**src/rtl/scrub_pkg.sv**
```systemverilog
package scrub_pkg;

  typedef enum logic [1:0] {
    ST_IDLE = 2'd0,
    ST_SCAN = 2'd1,
    ST_LOAD = 2'd2,
    ST_WAIT = 2'd3
  } scrub_state_e;

  typedef enum logic [1:0] {
    PH_FETCH = 2'd0,
    PH_CHECK = 2'd1,
    PH_PUSH  = 2'd2
  } scrub_phase_e;

  localparam logic [1:0] REG_CTRL = 2'd0;
  localparam logic [1:0] REG_STAT = 2'd1;
  localparam logic [1:0] REG_CNT  = 2'd2;

endpackage

```
**src/rtl/scrub_cmp.sv**
```systemverilog
module scrub_cmp #(
  parameter int DATA_W = 16
) (
  input  logic [DATA_W-1:0] seen_word,
  input  logic [DATA_W-1:0] gold_word,
  input  logic [DATA_W-1:0] ign_mask,
  output logic              word_bad
);

  logic [DATA_W-1:0] bit_bad;

  for (genvar b = 0; b < DATA_W; b++) begin : g_bit
    assign bit_bad[b] = (seen_word[b] ^ gold_word[b]) & ~ign_mask[b];
  end

  assign word_bad = |bit_bad;

endmodule

```
**src/rtl/scrub_regs.sv**
```systemverilog
module scrub_regs
  import scrub_pkg::*;
#(
  parameter int CNT_W = 8
) (
  input  logic         clk,
  input  logic         rst_n,
  input  logic         hst_sel,
  input  logic         hst_wr,
  input  logic [1:0]   hst_addr,
  input  logic [15:0]  hst_wdata,
  output logic [15:0]  hst_rdata,
  input  logic         fix_evt,
  input  logic         tmo_evt,
  input  logic         reload_take,
  input  scrub_state_e state_i,
  output logic         pause,
  output logic         reload_pend
);

  localparam logic [CNT_W-1:0] CNT_MAX = '1;

  logic [CNT_W-1:0] cnt_q, cnt_d;
  logic             cnt_en;
  logic             fix_q, fix_d, tmo_q, tmo_d;
  logic             pause_q, pause_d, pend_q, pend_d;
  logic             wr_ctrl, wr_stat, wr_cnt, busy;
  logic             unused_wdata;

  assign unused_wdata = ^hst_wdata[15:2];

  assign wr_ctrl = hst_sel && hst_wr && (hst_addr == REG_CTRL);
  assign wr_stat = hst_sel && hst_wr && (hst_addr == REG_STAT);
  assign wr_cnt  = hst_sel && hst_wr && (hst_addr == REG_CNT);
  assign busy    = (state_i != ST_IDLE);

  always_comb begin
    cnt_en  = wr_cnt || (fix_evt && (cnt_q != CNT_MAX));
    cnt_d   = wr_cnt ? '0 : cnt_q + CNT_W'(1);
    fix_d   = (fix_q && !(wr_stat && hst_wdata[0])) || fix_evt;
    tmo_d   = (tmo_q && !(wr_stat && hst_wdata[1])) || tmo_evt;
    pause_d = wr_ctrl ? hst_wdata[0] : pause_q;
    if (wr_ctrl && hst_wdata[1]) begin
      pend_d = 1'b1;
    end else if (reload_take) begin
      pend_d = 1'b0;
    end else begin
      pend_d = pend_q;
    end
  end

  always_ff @(posedge clk or negedge rst_n) begin
    if (!rst_n) begin
      cnt_q   <= '0;
      fix_q   <= 1'b0;
      tmo_q   <= 1'b0;
      pause_q <= 1'b0;
      pend_q  <= 1'b0;
    end else begin
      if (cnt_en) begin
        cnt_q <= cnt_d;
      end
      fix_q   <= fix_d;
      tmo_q   <= tmo_d;
      pause_q <= pause_d;
      pend_q  <= pend_d;
    end
  end

  always_comb begin
    hst_rdata = '0;
    if (hst_sel) begin
      unique case (hst_addr)
        REG_CTRL: hst_rdata = {15'd0, pause_q};
        REG_STAT: hst_rdata = {10'd0, state_i, 1'b0, busy, tmo_q, fix_q};
        REG_CNT:  hst_rdata = 16'(cnt_q);
        default:  hst_rdata = '0;
      endcase
    end
  end

  assign pause       = pause_q;
  assign reload_pend = pend_q;

  // a full counter stays full unless cleared
  assert_cnt_sat_R7: assert property (@(posedge clk) disable iff (!rst_n)
    (cnt_q == CNT_MAX && !wr_cnt) |=> (cnt_q == CNT_MAX));

  // the counter moves only on a correction or a clear
  assert_cnt_hold_R5: assert property (@(posedge clk) disable iff (!rst_n)
    (!wr_cnt && !fix_evt) |=> $stable(cnt_q));

  // a write to the count address empties it
  assert_cnt_clear_R8: assert property (@(posedge clk) disable iff (!rst_n)
    wr_cnt |=> (cnt_q == '0));

endmodule

```
**src/rtl/scrub_fsm.sv**
```systemverilog
module scrub_fsm
  import scrub_pkg::*;
#(
  parameter int DATA_W      = 16,
  parameter int FRAME_WORDS = 8,
  parameter int FRAMES      = 4,
  parameter int TIMEOUT     = 1024,
  localparam int WORDS      = FRAMES * FRAME_WORDS,
  localparam int AW         = $clog2(WORDS),
  localparam int TW         = $clog2(TIMEOUT + 1)
) (
  input  logic              clk,
  input  logic              rst_n,
  input  logic              pause,
  input  logic              reload_pend,
  output logic              reload_take,
  output logic              fix_evt,
  output logic              tmo_evt,
  output scrub_state_e      state,
  output logic              fl_req,
  output logic [AW-1:0]     fl_addr,
  input  logic              fl_ack,
  input  logic [DATA_W-1:0] fl_data,
  input  logic [DATA_W-1:0] fl_mask,
  output logic              rb_req,
  output logic [AW-1:0]     rb_addr,
  input  logic              rb_ack,
  input  logic [DATA_W-1:0] rb_data,
  output logic              cfg_start,
  output logic              cfg_valid,
  output logic [DATA_W-1:0] cfg_data,
  input  logic              cfg_ready,
  input  logic              cfg_done
);

  scrub_state_e      state_q, state_d;
  scrub_phase_e      phase_q, phase_d;
  logic [AW-1:0]     addr_q, addr_d;
  logic              flg_q, flg_d, rbg_q, rbg_d;
  logic [DATA_W-1:0] gold_q, gold_d, mask_q, mask_d, seen_q, seen_d;
  logic [TW-1:0]     tmo_q, tmo_d;
  logic              auto_q, auto_d, start_q, start_d;
  logic              word_bad, last_word, frame_end;

  scrub_cmp #(.DATA_W(DATA_W)) u_cmp (
    .seen_word (seen_q),
    .gold_word (gold_q),
    .ign_mask  (mask_q),
    .word_bad  (word_bad)
  );

  assign last_word = (addr_q == AW'(WORDS - 1));
  assign frame_end = ((int'(addr_q) % FRAME_WORDS) == FRAME_WORDS - 1);

  assign fl_req    = ((state_q == ST_SCAN) || (state_q == ST_LOAD)) &&
                     (phase_q == PH_FETCH) && !flg_q;
  assign rb_req    = (state_q == ST_SCAN) && (phase_q == PH_FETCH) && !rbg_q;
  assign fl_addr   = addr_q;
  assign rb_addr   = addr_q;
  assign cfg_valid = (state_q == ST_LOAD) && (phase_q == PH_PUSH);
  assign cfg_data  = gold_q;
  assign cfg_start = start_q;
  assign state     = state_q;

  always_comb begin
    state_d     = state_q;
    phase_d     = phase_q;
    addr_d      = addr_q;
    flg_d       = flg_q;
    rbg_d       = rbg_q;
    gold_d      = gold_q;
    mask_d      = mask_q;
    seen_d      = seen_q;
    tmo_d       = tmo_q;
    auto_d      = auto_q;
    start_d     = 1'b0;
    fix_evt     = 1'b0;
    tmo_evt     = 1'b0;
    reload_take = 1'b0;
    unique case (state_q)
      ST_IDLE: begin
        addr_d  = '0;
        phase_d = PH_FETCH;
        flg_d   = 1'b0;
        rbg_d   = 1'b0;
        if (reload_pend) begin
          state_d     = ST_LOAD;
          auto_d      = 1'b0;
          reload_take = 1'b1;
          start_d     = 1'b1;
        end else if (!pause) begin
          state_d = ST_SCAN;
        end
      end
      ST_SCAN: begin
        if (phase_q == PH_FETCH) begin
          if (fl_req && fl_ack) begin
            flg_d  = 1'b1;
            gold_d = fl_data;
            mask_d = fl_mask;
          end
          if (rb_req && rb_ack) begin
            rbg_d  = 1'b1;
            seen_d = rb_data;
          end
          if (flg_q && rbg_q) begin
            phase_d = PH_CHECK;
          end
        end else begin
          flg_d   = 1'b0;
          rbg_d   = 1'b0;
          phase_d = PH_FETCH;
          if (word_bad) begin
            state_d = ST_LOAD;
            addr_d  = '0;
            auto_d  = 1'b1;
            start_d = 1'b1;
          end else if (last_word || (frame_end && pause)) begin
            state_d = ST_IDLE;
          end else begin
            addr_d = addr_q + AW'(1);
          end
        end
      end
      ST_LOAD: begin
        if (phase_q == PH_PUSH) begin
          if (cfg_ready) begin
            phase_d = PH_FETCH;
            if (last_word) begin
              state_d = ST_WAIT;
              tmo_d   = '0;
            end else begin
              addr_d = addr_q + AW'(1);
            end
          end
        end else if (fl_req && fl_ack) begin
          gold_d  = fl_data;
          phase_d = PH_PUSH;
        end
      end
      ST_WAIT: begin
        if (cfg_done) begin
          state_d = ST_IDLE;
          fix_evt = auto_q;
        end else if (tmo_q == TW'(TIMEOUT - 1)) begin
          state_d = ST_IDLE;
          tmo_evt = 1'b1;
        end else begin
          tmo_d = tmo_q + TW'(1);
        end
      end
      default: state_d = ST_IDLE;
    endcase
  end

  always_ff @(posedge clk or negedge rst_n) begin
    if (!rst_n) begin
      state_q <= ST_IDLE;
      phase_q <= PH_FETCH;
      addr_q  <= '0;
      flg_q   <= 1'b0;
      rbg_q   <= 1'b0;
      gold_q  <= '0;
      mask_q  <= '0;
      seen_q  <= '0;
      tmo_q   <= '0;
      auto_q  <= 1'b0;
      start_q <= 1'b0;
    end else begin
      state_q <= state_d;
      phase_q <= phase_d;
      addr_q  <= addr_d;
      flg_q   <= flg_d;
      rbg_q   <= rbg_d;
      gold_q  <= gold_d;
      mask_q  <= mask_d;
      seen_q  <= seen_d;
      tmo_q   <= tmo_d;
      auto_q  <= auto_d;
      start_q <= start_d;
    end
  end

  // flash request held with a steady address until acknowledged
  assert_fl_hold_R12: assert property (@(posedge clk) disable iff (!rst_n)
    (fl_req && !fl_ack) |=> (fl_req && $stable(fl_addr)));

  // readback request held with a steady address until acknowledged
  assert_rb_hold_R12: assert property (@(posedge clk) disable iff (!rst_n)
    (rb_req && !rb_ack) |=> (rb_req && $stable(rb_addr)));

  // a configuration word stays on the port until accepted
  assert_cfg_hold_R4: assert property (@(posedge clk) disable iff (!rst_n)
    (cfg_valid && !cfg_ready) |=> (cfg_valid && $stable(cfg_data)));

  // an unmasked difference leads straight into a reload
  assert_err_reload_R3: assert property (@(posedge clk) disable iff (!rst_n)
    (state_q == ST_SCAN && phase_q == PH_CHECK && word_bad) |=>
    (state_q == ST_LOAD && cfg_start));

  // the wait for done never runs past the limit
  assert_tmo_bound_R6: assert property (@(posedge clk) disable iff (!rst_n)
    (state_q == ST_WAIT) |-> (tmo_q < TW'(TIMEOUT)));

  // idle with pause set and nothing requested stays idle
  assert_pause_idle_R9: assert property (@(posedge clk) disable iff (!rst_n)
    (state_q == ST_IDLE && pause && !reload_pend) |=> (state_q == ST_IDLE));

endmodule

```
**src/rtl/scrub_ctrl.sv**
```systemverilog
module scrub_ctrl
  import scrub_pkg::*;
#(
  parameter int DATA_W      = 16,
  parameter int FRAME_WORDS = 8,
  parameter int FRAMES      = 4,
  parameter int TIMEOUT     = 1024,
  parameter int CNT_W       = 8
) (
  input  logic                                   clk,
  input  logic                                   rst_n,
  input  logic                                   hst_sel,
  input  logic                                   hst_wr,
  input  logic [1:0]                             hst_addr,
  input  logic [15:0]                            hst_wdata,
  output logic [15:0]                            hst_rdata,
  output logic                                   fl_req,
  output logic [$clog2(FRAMES*FRAME_WORDS)-1:0]  fl_addr,
  input  logic                                   fl_ack,
  input  logic [DATA_W-1:0]                      fl_data,
  input  logic [DATA_W-1:0]                      fl_mask,
  output logic                                   rb_req,
  output logic [$clog2(FRAMES*FRAME_WORDS)-1:0]  rb_addr,
  input  logic                                   rb_ack,
  input  logic [DATA_W-1:0]                      rb_data,
  output logic                                   cfg_start,
  output logic                                   cfg_valid,
  output logic [DATA_W-1:0]                      cfg_data,
  input  logic                                   cfg_ready,
  input  logic                                   cfg_done
);

  logic [1:0]   rst_pipe;
  logic         rst_n_int;
  logic         pause, reload_pend, reload_take, fix_evt, tmo_evt;
  scrub_state_e state;

  always_ff @(posedge clk or negedge rst_n) begin
    if (!rst_n) begin
      rst_pipe <= 2'b00;
    end else begin
      rst_pipe <= {rst_pipe[0], 1'b1};
    end
  end
  assign rst_n_int = rst_pipe[1];

  scrub_regs #(.CNT_W(CNT_W)) u_regs (
    .clk         (clk),
    .rst_n       (rst_n_int),
    .hst_sel     (hst_sel),
    .hst_wr      (hst_wr),
    .hst_addr    (hst_addr),
    .hst_wdata   (hst_wdata),
    .hst_rdata   (hst_rdata),
    .fix_evt     (fix_evt),
    .tmo_evt     (tmo_evt),
    .reload_take (reload_take),
    .state_i     (state),
    .pause       (pause),
    .reload_pend (reload_pend)
  );

  scrub_fsm #(
    .DATA_W      (DATA_W),
    .FRAME_WORDS (FRAME_WORDS),
    .FRAMES      (FRAMES),
    .TIMEOUT     (TIMEOUT)
  ) u_fsm (
    .clk         (clk),
    .rst_n       (rst_n_int),
    .pause       (pause),
    .reload_pend (reload_pend),
    .reload_take (reload_take),
    .fix_evt     (fix_evt),
    .tmo_evt     (tmo_evt),
    .state       (state),
    .fl_req      (fl_req),
    .fl_addr     (fl_addr),
    .fl_ack      (fl_ack),
    .fl_data     (fl_data),
    .fl_mask     (fl_mask),
    .rb_req      (rb_req),
    .rb_addr     (rb_addr),
    .rb_ack      (rb_ack),
    .rb_data     (rb_data),
    .cfg_start   (cfg_start),
    .cfg_valid   (cfg_valid),
    .cfg_data    (cfg_data),
    .cfg_ready   (cfg_ready),
    .cfg_done    (cfg_done)
  );

endmodule

```
**config.mk**
```make
export PLATFORM = sky130hd
export DESIGN_NAME = scrub_ctrl
export DESIGN_NICKNAME = d
export VERILOG_FILES = /design/src/rtl/scrub_pkg.sv /design/src/rtl/scrub_cmp.sv /design/src/rtl/scrub_regs.sv /design/src/rtl/scrub_fsm.sv /design/src/rtl/scrub_ctrl.sv
export SDC_FILE = /design/constraint.sdc
export NUM_CORES = 1
export LEC_CHECK = 0
export BUFFER_PORTS_ARGS = -buffer_cell sky130_fd_sc_hd__buf_2
export CAP_MARGIN = 40
export CORE_MARGIN = 10
export CORE_UTILIZATION = 45
export DETAILED_ROUTE_END_ITERATION = 7
export PLACE_DENSITY = 0.68
export SYNTH_ARGS = -nofsm -noshare
export SYNTH_HDL_FRONTEND = slang
export SYNTH_HIERARCHICAL = 1
export SYNTH_SLANG_ARGS = --single-unit
export TNS_END_PERCENT = 20
```
**constraint.sdc**
```tcl
create_clock -name clk -period 6.29 [get_ports clk]
set_input_delay 1.258 -clock clk [delete_from_list [all_inputs] [get_ports clk]]
set_output_delay 1.258 -clock clk [all_outputs]
set_load 0.02 [all_outputs]
```
==> results of run 1 <==
[through the flow]
stage	instances	instance area, sq um
3_5_place_dp	601	5020
4_1_cts	617	5230
2_1_floorplan	391	4480
5_1_grt	617	5230
3_3_place_gp	600	5000
6_report	618	5230
[registers in the layout, summed over array words and instances, names as in the netlist]
register	flops
u_fsm/fl_addr	5
u_fsm/tmo_q	11
u_regs/reload_pend	1
u_regs/tmo_q	1
u_fsm/rbg_q	1
u_regs/cnt_q	8
u_fsm/seen_q	16
u_fsm/cfg_data	16
u_fsm/state	2
u_fsm/mask_q	16
u_fsm/cfg_start	1
u_fsm/flg_q	1
u_fsm/phase_q	2
u_fsm/auto_q	1
u_regs/pause	1
u_regs/fix_q	1
rst_pipe	2
[kinds of logic after synthesis]
kind of cell / count (synthesis) / share of synthesized area [%]
AO/OA/AOI/OAI: 70 / 11.7
XOR/XNOR: 16 / 3.14
adder cells (fa/ha/maj): 9 / 2.53
buffers and inverters: 36 / 4.35
flip-flops: 86 / 48.3
multiplexers: 64 / 15.9
other: 2 / 0.169
AND/OR/NAND/NOR: 101 / 13.8
[power by group]
part | internal [mW] | switching, mW
Combinational | 0.474 | 0.480
Clock | 0.189 | 0.211
Sequential | 0.756 | 0.168
[synthesized netlist by cell type (3+ instances only)]
cell	count	area [sq um]
sky130_fd_sc_hd__a21o_1	3	22.5
sky130_fd_sc_hd__mux2_2	52	586
sky130_fd_sc_hd__a21oi_1	6	30.0
sky130_fd_sc_hd__a22oi_1	3	22.5
sky130_fd_sc_hd__o22ai_1	8	50.1
sky130_fd_sc_hd__o21a_1	4	30.0
sky130_fd_sc_hd__xnor2_1	16	140
sky130_fd_sc_hd__o211ai_1	3	22.5
sky130_fd_sc_hd__nor4_1	4	25.0
sky130_fd_sc_hd__ha_1	9	113
sky130_fd_sc_hd__buf_4	15	113
sky130_fd_sc_hd__nor2_1	8	30.0
sky130_fd_sc_hd__dfrtp_1	86	2150
sky130_fd_sc_hd__and2_1	6	37.5
sky130_fd_sc_hd__inv_1	15	56.3
sky130_fd_sc_hd__nand2_1	22	82.6
sky130_fd_sc_hd__a211oi_1	3	22.5
sky130_fd_sc_hd__a31o_2	3	26.3
sky130_fd_sc_hd__mux2i_1	11	110
sky130_fd_sc_hd__nand2b_1	5	31.3
sky130_fd_sc_hd__o21ai_0	10	50.1
sky130_fd_sc_hd__a31oi_1	8	50.1
sky130_fd_sc_hd__nand4_1	3	18.8
sky130_fd_sc_hd__a21boi_0	3	22.5
sky130_fd_sc_hd__nand3_1	11	55.1
sky130_fd_sc_hd__and3_1	7	43.8
sky130_fd_sc_hd__or4_1	4	30.0
sky130_fd_sc_hd__nor2b_1	6	37.5
[worst max-delay path by stage]
| stage | depth (start not counted) | end |
|---|---|---|
| final | 5 | hst_rdata[2] |
| after global routing | 5 | hst_rdata[5] |
| after CTS | 5 | hst_rdata[2] |
| after detailed placement | 5 | hst_rdata[2] |
| after global placement | 5 | hst_rdata[2] |
| after floorplan | 3 | hst_rdata[2] |
[routing by layer]
metal  share of wire [%]  up-vias
met1                  43     1614
li1                    -     1579
met2                  50       81
met4                0.74        0
met3                 6.1        6
met5                   0        -
[layout make-up]
cell class                      instances  area (sq um)
Tap cell                              133           166
Clock buffer                            9           124
Timing Repair Buffer                   98           505
Inverter                               15          56.3
Antenna cell                            1          2.50
Multi-Input combinational cell        269          2140
Sequential cell                        86          2160
Fill cell                             886          4500
Clock inverter                          7          80.1
[critical path: cells and delay by family]
family | cells | cell delay [ns]
buffers and inverters | 2 | 0.32
AOI/OAI and AO/OA | 2 | 0.31
and+or+nand+nor | 1 | 0.30
==> load_flow_metrics.sql, run 1 <==
INSERT INTO impl_metrics (metric_group, metric, value, unit) VALUES
('synthesis', 'synthCells', '384', ''),
('grt', 'grt_pass1_vias', '3477', ''),
('floorplanning', 'floorplan.die_area', '14300', 'sq um'),
('drt', 'vias', '3280', ''),
('synthesis', 'synth-edff-count', '0', ''),
('floorplanning', 'core-area', '9730', 'sq um'),
('setup_path', 'type_of_origin_of_the_critical_path', 'input pin', ''),
('grt', 'busiest_layer', 'met2', ''),
('setup_path', 'worstPathMaxFanout', '6', ''),
('grt', 'grt_util_met2', '24.1', '%'),
('sta', 'rsz0062_at_grt', 'false', ''),
('synthesis', 'yosys_warnings', '6', ''),
('pwr', 'p_leak', '2.44', 'nW'),
('clock_tree', 'postCtsHoldBufs', '0', ''),
('final_layout', 'finalNetCount', '562', ''),
('synthesis', 'asyncSetResetFlopFracSynth', '100', '%'),
('setup_path', 'worstRegToRegCells', '6', ''),
('clock_tree', 'cts_tree', 'built', ''),
('clock_tree', 'worstSkewPairLatency', '0.35', 'ns'),
('synthesis', 'sequential_area_share_after_synthesis', '48.3', '%'),
('clock_tree', 'cts_repair_resize_count', '0', ''),
('grt', 'antenna_found_initial', '0', ''),
('drt', 'totalWireLength', '10100', 'um'),
('sta', 'finalMaxSlewViolations', '0', ''),
('grt', 'grt_util_met3', '4.31', '%'),
('clock_tree', 'clockBufferDepth', '2', ''),
('sta', 'max-slew-margin-rel', '60.2', '%'),
('setup_path', 'timing.critical_path.cells', 'buf_2 > and2b_1 > o21ai_0 > a21boi_0 > buf_2', ''),
('sta', 'hold-worst-slack', '0.347', 'ns'),
('pwr', 'power.density_cell_area', '436', 'nW/um^2'),
('clock_tree', 'clkSlewWorstSetupHoldPaths', '0.09', 'ns'),
('setup_path', 'timing.critical_path.from', 'hst_addr[1]', ''),
('synthesis', 'mappedNetlistArea', '4460', 'sq um'),
('setup_path', 'timing.critical_path.arrival', '2.18', 'ns'),
('floorplanning', 'boundaryPins', '120', ''),
('sta', 'fin_crit_sh', '54.7', '%'),
('placed_design', 'gp_congestion', '0.830', ''),
('final_layout', 'syn2layout_area_growth', '17.3', '%'),
('drt', 'wire_per_inst', '16.4', 'um'),
('sta', 'worst_clock_skew', '0.0120', 'ns'),
('grt', 'grt_util_met1', '16.9', '%'),
('final_layout', 'layout.cells.most_common', 'sky130_fd_sc_hd__buf_2', ''),
('synthesis', 'synthDistinctLibCells', '64', ''),
('final_layout', 'share_of_final_layout_standard_cells_stronger_than_drive_strength_1', '38.4', '%'),
('flow_run', 'drv.max_cap_violation_count', '0', ''),
('pwr', 'power', '2.28', 'mW'),
('synthesis', 'avgSynthCellArea', '11.6', 'sq um'),
('outcome', 'status', 'finished clean', ''),
('drt', 'drt-vias-per-instance', '5.31', ''),
('sta', 'final_critical_path_setup_slack', '2.85', 'ns'),
('drt', 'postRouteAntennaNets', '0', ''),
('floorplanning', 'floorplan.rows', '36', ''),
('grt', 'grt.overflow.total', '0', ''),
('grt', 'grt.total_usage', '14.1', '%'),
('drt', 'detailedRoute.firstIterationViolations', '156', ''),
('setup_path', 'crit_path_top_delay_cell', 'sky130_fd_sc_hd__and2b_1', ''),
('worst_hold_path', 'min_path_type', 'reg2async', ''),
('floorplanning', 'die_x', '120', 'um'),
('sta', 'finalHoldViolCount', '0', ''),
('floorplanning', 'initial_core_util', '45.8', '%'),
('final_layout', 'final_core_util', '53.7', '%'),
('setup_path', 'critical_r2r_launch', 'u_fsm/state[0]', ''),
('sta', 'fmax', '0.290', 'GHz'),
('placed_design', 'detailed_place_hpwl', '7720', 'um'),
('synthesis', 'dominantRegCellSynth', 'sky130_fd_sc_hd__dfrtp_1', ''),
('clock_tree', 'cts_setup_buffers', '0', ''),
('final_layout', 'most-common-layout-cells', 'sky130_fd_sc_hd__buf_2, sky130_fd_sc_hd__dfrtp_1, sky130_fd_sc_hd__mux2_2, sky130_fd_sc_hd__nand2_1, sky130_fd_sc_hd__xnor2_1', ''),
('clock_tree', 'clkSinkCount', '86', ''),
('placed_design', 'worst_slack_at_placement', '2.87', 'ns'),
('setup_path', 'setup.worst_path.class', 'in2out', ''),
('grt', 'grt_pass1_wl', '17000', 'um');
No activity file was read; power rests on OpenSTA's default activity.
==> run 2: changes to the inputs <==
ABC_AREA = 1   (was default)
PLACE_DENSITY = 0.7   (was 0.68)
clock period = 2.75 ns   (was 6.29 ns; I/O delays follow)
==> run 2 against run 1 <==
  * Combinational power is 61% higher
  * Clock power increased by 130%
  * Die area up 7.7%
  * Hold slack got worse by 0.037 ns
  * Largest cell class is now multi-input combinational cells
  * Non-clock buffer count increased by 4
  * Critical path depth rose by 1
  * Design area grew 8.4%
  * Total power grew 82%
  * Clock-buffer cell count is 2 higher
  * Area after synthesis is 9.3% higher
  * Via count is 34% higher
  * Sequential share of layout area down 3.2 points
==> load_flow_metrics.sql, run 2 <==
INSERT INTO impl_metrics (metric_group, metric, value, unit) VALUES
('pwr', 'max-vdd-ir-drop', '341', 'uV'),
('placed_design', 'gp_congestion', '0.860', ''),
('floorplanning', 'core-area', '10400', 'sq um'),
('floorplanning', 'die_x', '124', 'um'),
('floorplanning', 'floorplan.die_area', '15400', 'sq um'),
('final_layout', 'num_antenna_cells', '0', ''),
('grt', 'grt_pass1_vias', '4269', ''),
('setup_path', 'worst-r2r-setup-slack', '0.57', 'ns'),
('placed_design', 'place.port_buffers', '97', ''),
('flow_run', 'drv.max_cap_violation_count', '0', ''),
('synthesis', 'most_instantiated_library_cell_after_synthesis', 'sky130_fd_sc_hd__nand2_1', ''),
('grt', 'grt_start_max_net_pins', '49', ''),
('sta', 'max-slew-margin-rel', '60.0', '%'),
('synthesis', 'top_cells_by_area_in_the_synthesized_netlist', 'sky130_fd_sc_hd__dfrtp_1, sky130_fd_sc_hd__nand2_1, sky130_fd_sc_hd__inv_1', ''),
('synthesis', 'sequential_area_share_after_synthesis', '44.2', '%'),
('drt', 'drc_errors', '0', ''),
('synthesis', 'synth.top_cell.area_share', '44.2', '%'),
('final_layout', 'layout.cells.most_common', 'sky130_fd_sc_hd__nand2_1', ''),
('clock_tree', 'worstSkewPairLatency', '0.35', 'ns'),
('sta', 'fin_crit_sh', '87.9', '%'),
('clock_tree', 'clockBufferDepth', '2', ''),
('sta', 'finalMaxSlewViolations', '0', ''),
('sta', 'worstMarginPinSlew', '0.598', 'ns'),
('final_layout', 'finalNonFillerCells', '918', ''),
('setup_path', 'worstPathMaxFanout', '17', ''),
('final_layout', 'syn2layout_area_growth', '16.3', '%'),
('setup_path', 'critical_r2r_launch', 'u_fsm/fl_addr[0]', ''),
('synthesis', 'synth-edff-count', '0', ''),
('drt', 'wire_per_inst', '12.5', 'um'),
('drt', 'totalWireLength', '11500', 'um'),
('floorplanning', 'initial_core_util', '46.8', '%'),
('drt', 'vias', '4382', ''),
('final_layout', 'finalNetCount', '860', ''),
('setup_path', 'timing.critical_path.arrival', '1.87', 'ns'),
('floorplanning', 'boundaryPins', '120', ''),
('clock_tree', 'cts_tree', 'built', ''),
('synthesis', 'synthCells', '680', ''),
('final_layout', 'final_standard_cell_area_without_fillers', '5670', 'sq um'),
('synthesis', 'avgSynthCellArea', '7.16', 'sq um'),
('final_layout', 'most-common-layout-cells', 'sky130_fd_sc_hd__nand2_1, sky130_fd_sc_hd__buf_2, sky130_fd_sc_hd__inv_1, sky130_fd_sc_hd__dfrtp_1, sky130_fd_sc_hd__nor2_1', ''),
('setup_path', 'setup.worst_path.class', 'reg2out', ''),
('outcome', 'status', 'finished clean', ''),
('clock_tree', 'cts_max_level', '3', ''),
('floorplanning', 'floorplan.rows', '37', ''),
('synthesis', 'synth.top_cells.by_count', 'sky130_fd_sc_hd__nand2_1, sky130_fd_sc_hd__inv_1, sky130_fd_sc_hd__dfrtp_1', ''),
('clock_tree', 'clkSinkCount', '86', ''),
('drt', 'detailedRoute.firstIterationViolations', '254', ''),
('sta', 'rsz0062_at_grt', 'false', ''),
('synthesis', 'asyncSetResetFlopFracSynth', '100', '%'),
('clock_tree', 'cts_inserted_buffers', '9', ''),
('clock_tree', 'cts_repair_resize_count', '0', ''),
('worst_hold_path', 'min_path_type', 'reg2async', ''),
('pwr', 'power.density_cell_area', '732', 'nW/um^2'),
('drt', 'detail_route.first_pass.iterations', '5', ''),
('grt', 'antenna_found_initial', '0', ''),
('setup_path', 'endpoint_kind', 'primary output', ''),
('setup_path', 'worstRegToRegCells', '9', ''),
('clock_tree', 'clock-root-buffer', 'sky130_fd_sc_hd__clkbuf_8', ''),
('drt', 'postRouteAntennaNets', '0', ''),
('placed_design', 'detailed_place_hpwl', '8710', 'um'),
('synthesis', 'yosys_warnings', '6', ''),
('setup_path', 'type_of_origin_of_the_critical_path', 'flip-flop', ''),
('setup_path', 'r2r_end', 'u_fsm/tmo_q[9]', ''),
('sta', 'timing.final.setup_violations', '0', ''),
('sta', 'fmax', '0.414', 'GHz'),
('sta', 'finalHoldViolCount', '0', ''),
('placed_design', 'dpl_cell_area', '5460', 'sq um'),
('placed_design', 'placed_cells', '901', ''),
('synthesis', 'yosys_register_bits', '86', ''),
('clock_tree', 'clkSlewWorstSetupHoldPaths', '0.08', 'ns'),
('sta', 'setup_tns', '0', 'ns'),
('sta', 'worst_clock_skew', '0.00846', 'ns'),
('grt', 'grt.total_usage', '15.4', '%'),
('pwr', 'p_leak', '3.24', 'nW'),
('grt', 'grt.overflow.total', '0', ''),
('sta', 'fin_crit', '2.42', 'ns'),
('floorplanning', 'chipHeight', '124', 'um'),
('grt', 'grt_pass1_wl', '19500', 'um'),
('final_layout', 'share_of_final_layout_standard_cells_stronger_than_drive_strength_1', '18.7', '%'),
('drt', 'drt-vias-per-instance', '4.77', ''),
('synthesis', 'netlist.top_cell.by_area', 'sky130_fd_sc_hd__dfrtp_1', ''),
('setup_path', 'cp_data_required_time', '2.20', 'ns'),
('synthesis', 'mappedNetlistArea', '4870', 'sq um'),
('synthesis', 'dominantRegCellSynth', 'sky130_fd_sc_hd__dfrtp_1', ''),
('synthesis', 'synthDistinctLibCells', '36', '');
-- run 2: changes by cell type after synthesis, sizes merged, moves of 6 or more --
cell	change
xnor2	-16
and2	-6
mux2	-53
o22ai	-7
inv	+85
nand2	+243
o21ai	+23
and3	-8
mux2i	-11
nand3	+46
nor2	+59
nor2b	-6
a31oi	-8
-- run 2: worst max-delay path, cell delays in order, from the launching register on --
cell and delay [ns]:
sky130_fd_sc_hd__dfrtp_1 0.43, sky130_fd_sc_hd__inv_1 0.08, sky130_fd_sc_hd__ha_1 0.35, sky130_fd_sc_hd__nand2_2 0.11
sky130_fd_sc_hd__nor2_8 0.10, sky130_fd_sc_hd__buf_4 0.24, sky130_fd_sc_hd__buf_2 0.21
-- run 2: layer usage --
| layer | share of wire, % | track usage (%) | routed length [um] |
|---|---|---|---|
| met3 | 6.5 | 3.53 | 750 |
| met5 | 0 | 0 | 0 |
| met2 | 46 | 25.1 | 5310 |
| met1 | 45 | 19.3 | 5170 |
| met4 | 2.0 | 6.55 | 227 |
-- run 2: worst max-delay path by stage --
stage | from | to | slack [ns] | cells past startpoint
floorplan | rst_pipe[1] | u_fsm/auto_q | 0.18 | 0
global placement | u_fsm/fl_addr[0] | u_fsm/tmo_q[9] | 0.59 | 9
detailed placement | u_fsm/fl_addr[0] | u_fsm/tmo_q[9] | 0.57 | 9
CTS | u_fsm/state[0] | fl_req | 0.30 | 6
global route | u_fsm/fl_addr[0] | u_fsm/tmo_q[8] | 0.20 | 10
finish | u_fsm/state[0] | fl_req | 0.33 | 6
-- run 2: logic make-up after synthesis --
kind of cell / Yosys count / synth area share (%)
other: 2 / 0.154
DFF: 86 / 44.2
adders and majority gates: 9 / 2.31
and+or+nand+nor: 411 / 36.9
AOI/OAI and AO/OA: 46 / 5.29
xor gates and xnor gates: 2 / 0.360
buffers and inverters: 124 / 10.8
-- run 2: timing repair --
action | 4_1_cts | 5_1_grt
hold buffers | 1 | 0
endpoints found under the hold margin | 2 | 0
setup buffers | 0 | 0
-- run 2: cell type report --
cell class / count / area [sq um]
clock inverter: 5 / 56.3
sequential: 86 / 2160
timing repair buffer: 102 / 538
fill: 1040 / 4750
multi-input combinational: 477 / 2220
inverter: 101 / 379
tap: 136 / 170
clock buffer: 11 / 141
-- run 2: power breakdown --
| group | leakage (nW) | internal [mW] | total, mW | switching [mW] |
|---|---|---|---|---|
| clock network | 0.0997 | 0.446 | 0.903 | 0.457 |
| registers | 1.10 | 1.47 | 1.70 | 0.229 |
| logic | 2.04 | 0.518 | 1.54 | 1.02 |
-- run 2: stage by stage --
step / hold WS [ns] / total power [mW] / setup WS (ns) / util, %
finish: 0.311 / 4.15 / 0.333 / 54.4
global route: 0.366 / 4.47 / 0.195 / 54.4
CTS: 0.332 / 4.20 / 0.296 / 54.4
detailed placement: 0.323 / 3.29 / 0.574 / 52.4
global placement: 0.319 / 3.25 / 0.593 / 52.4
floorplan: 0.254 / 2.81 / 0.177 / -
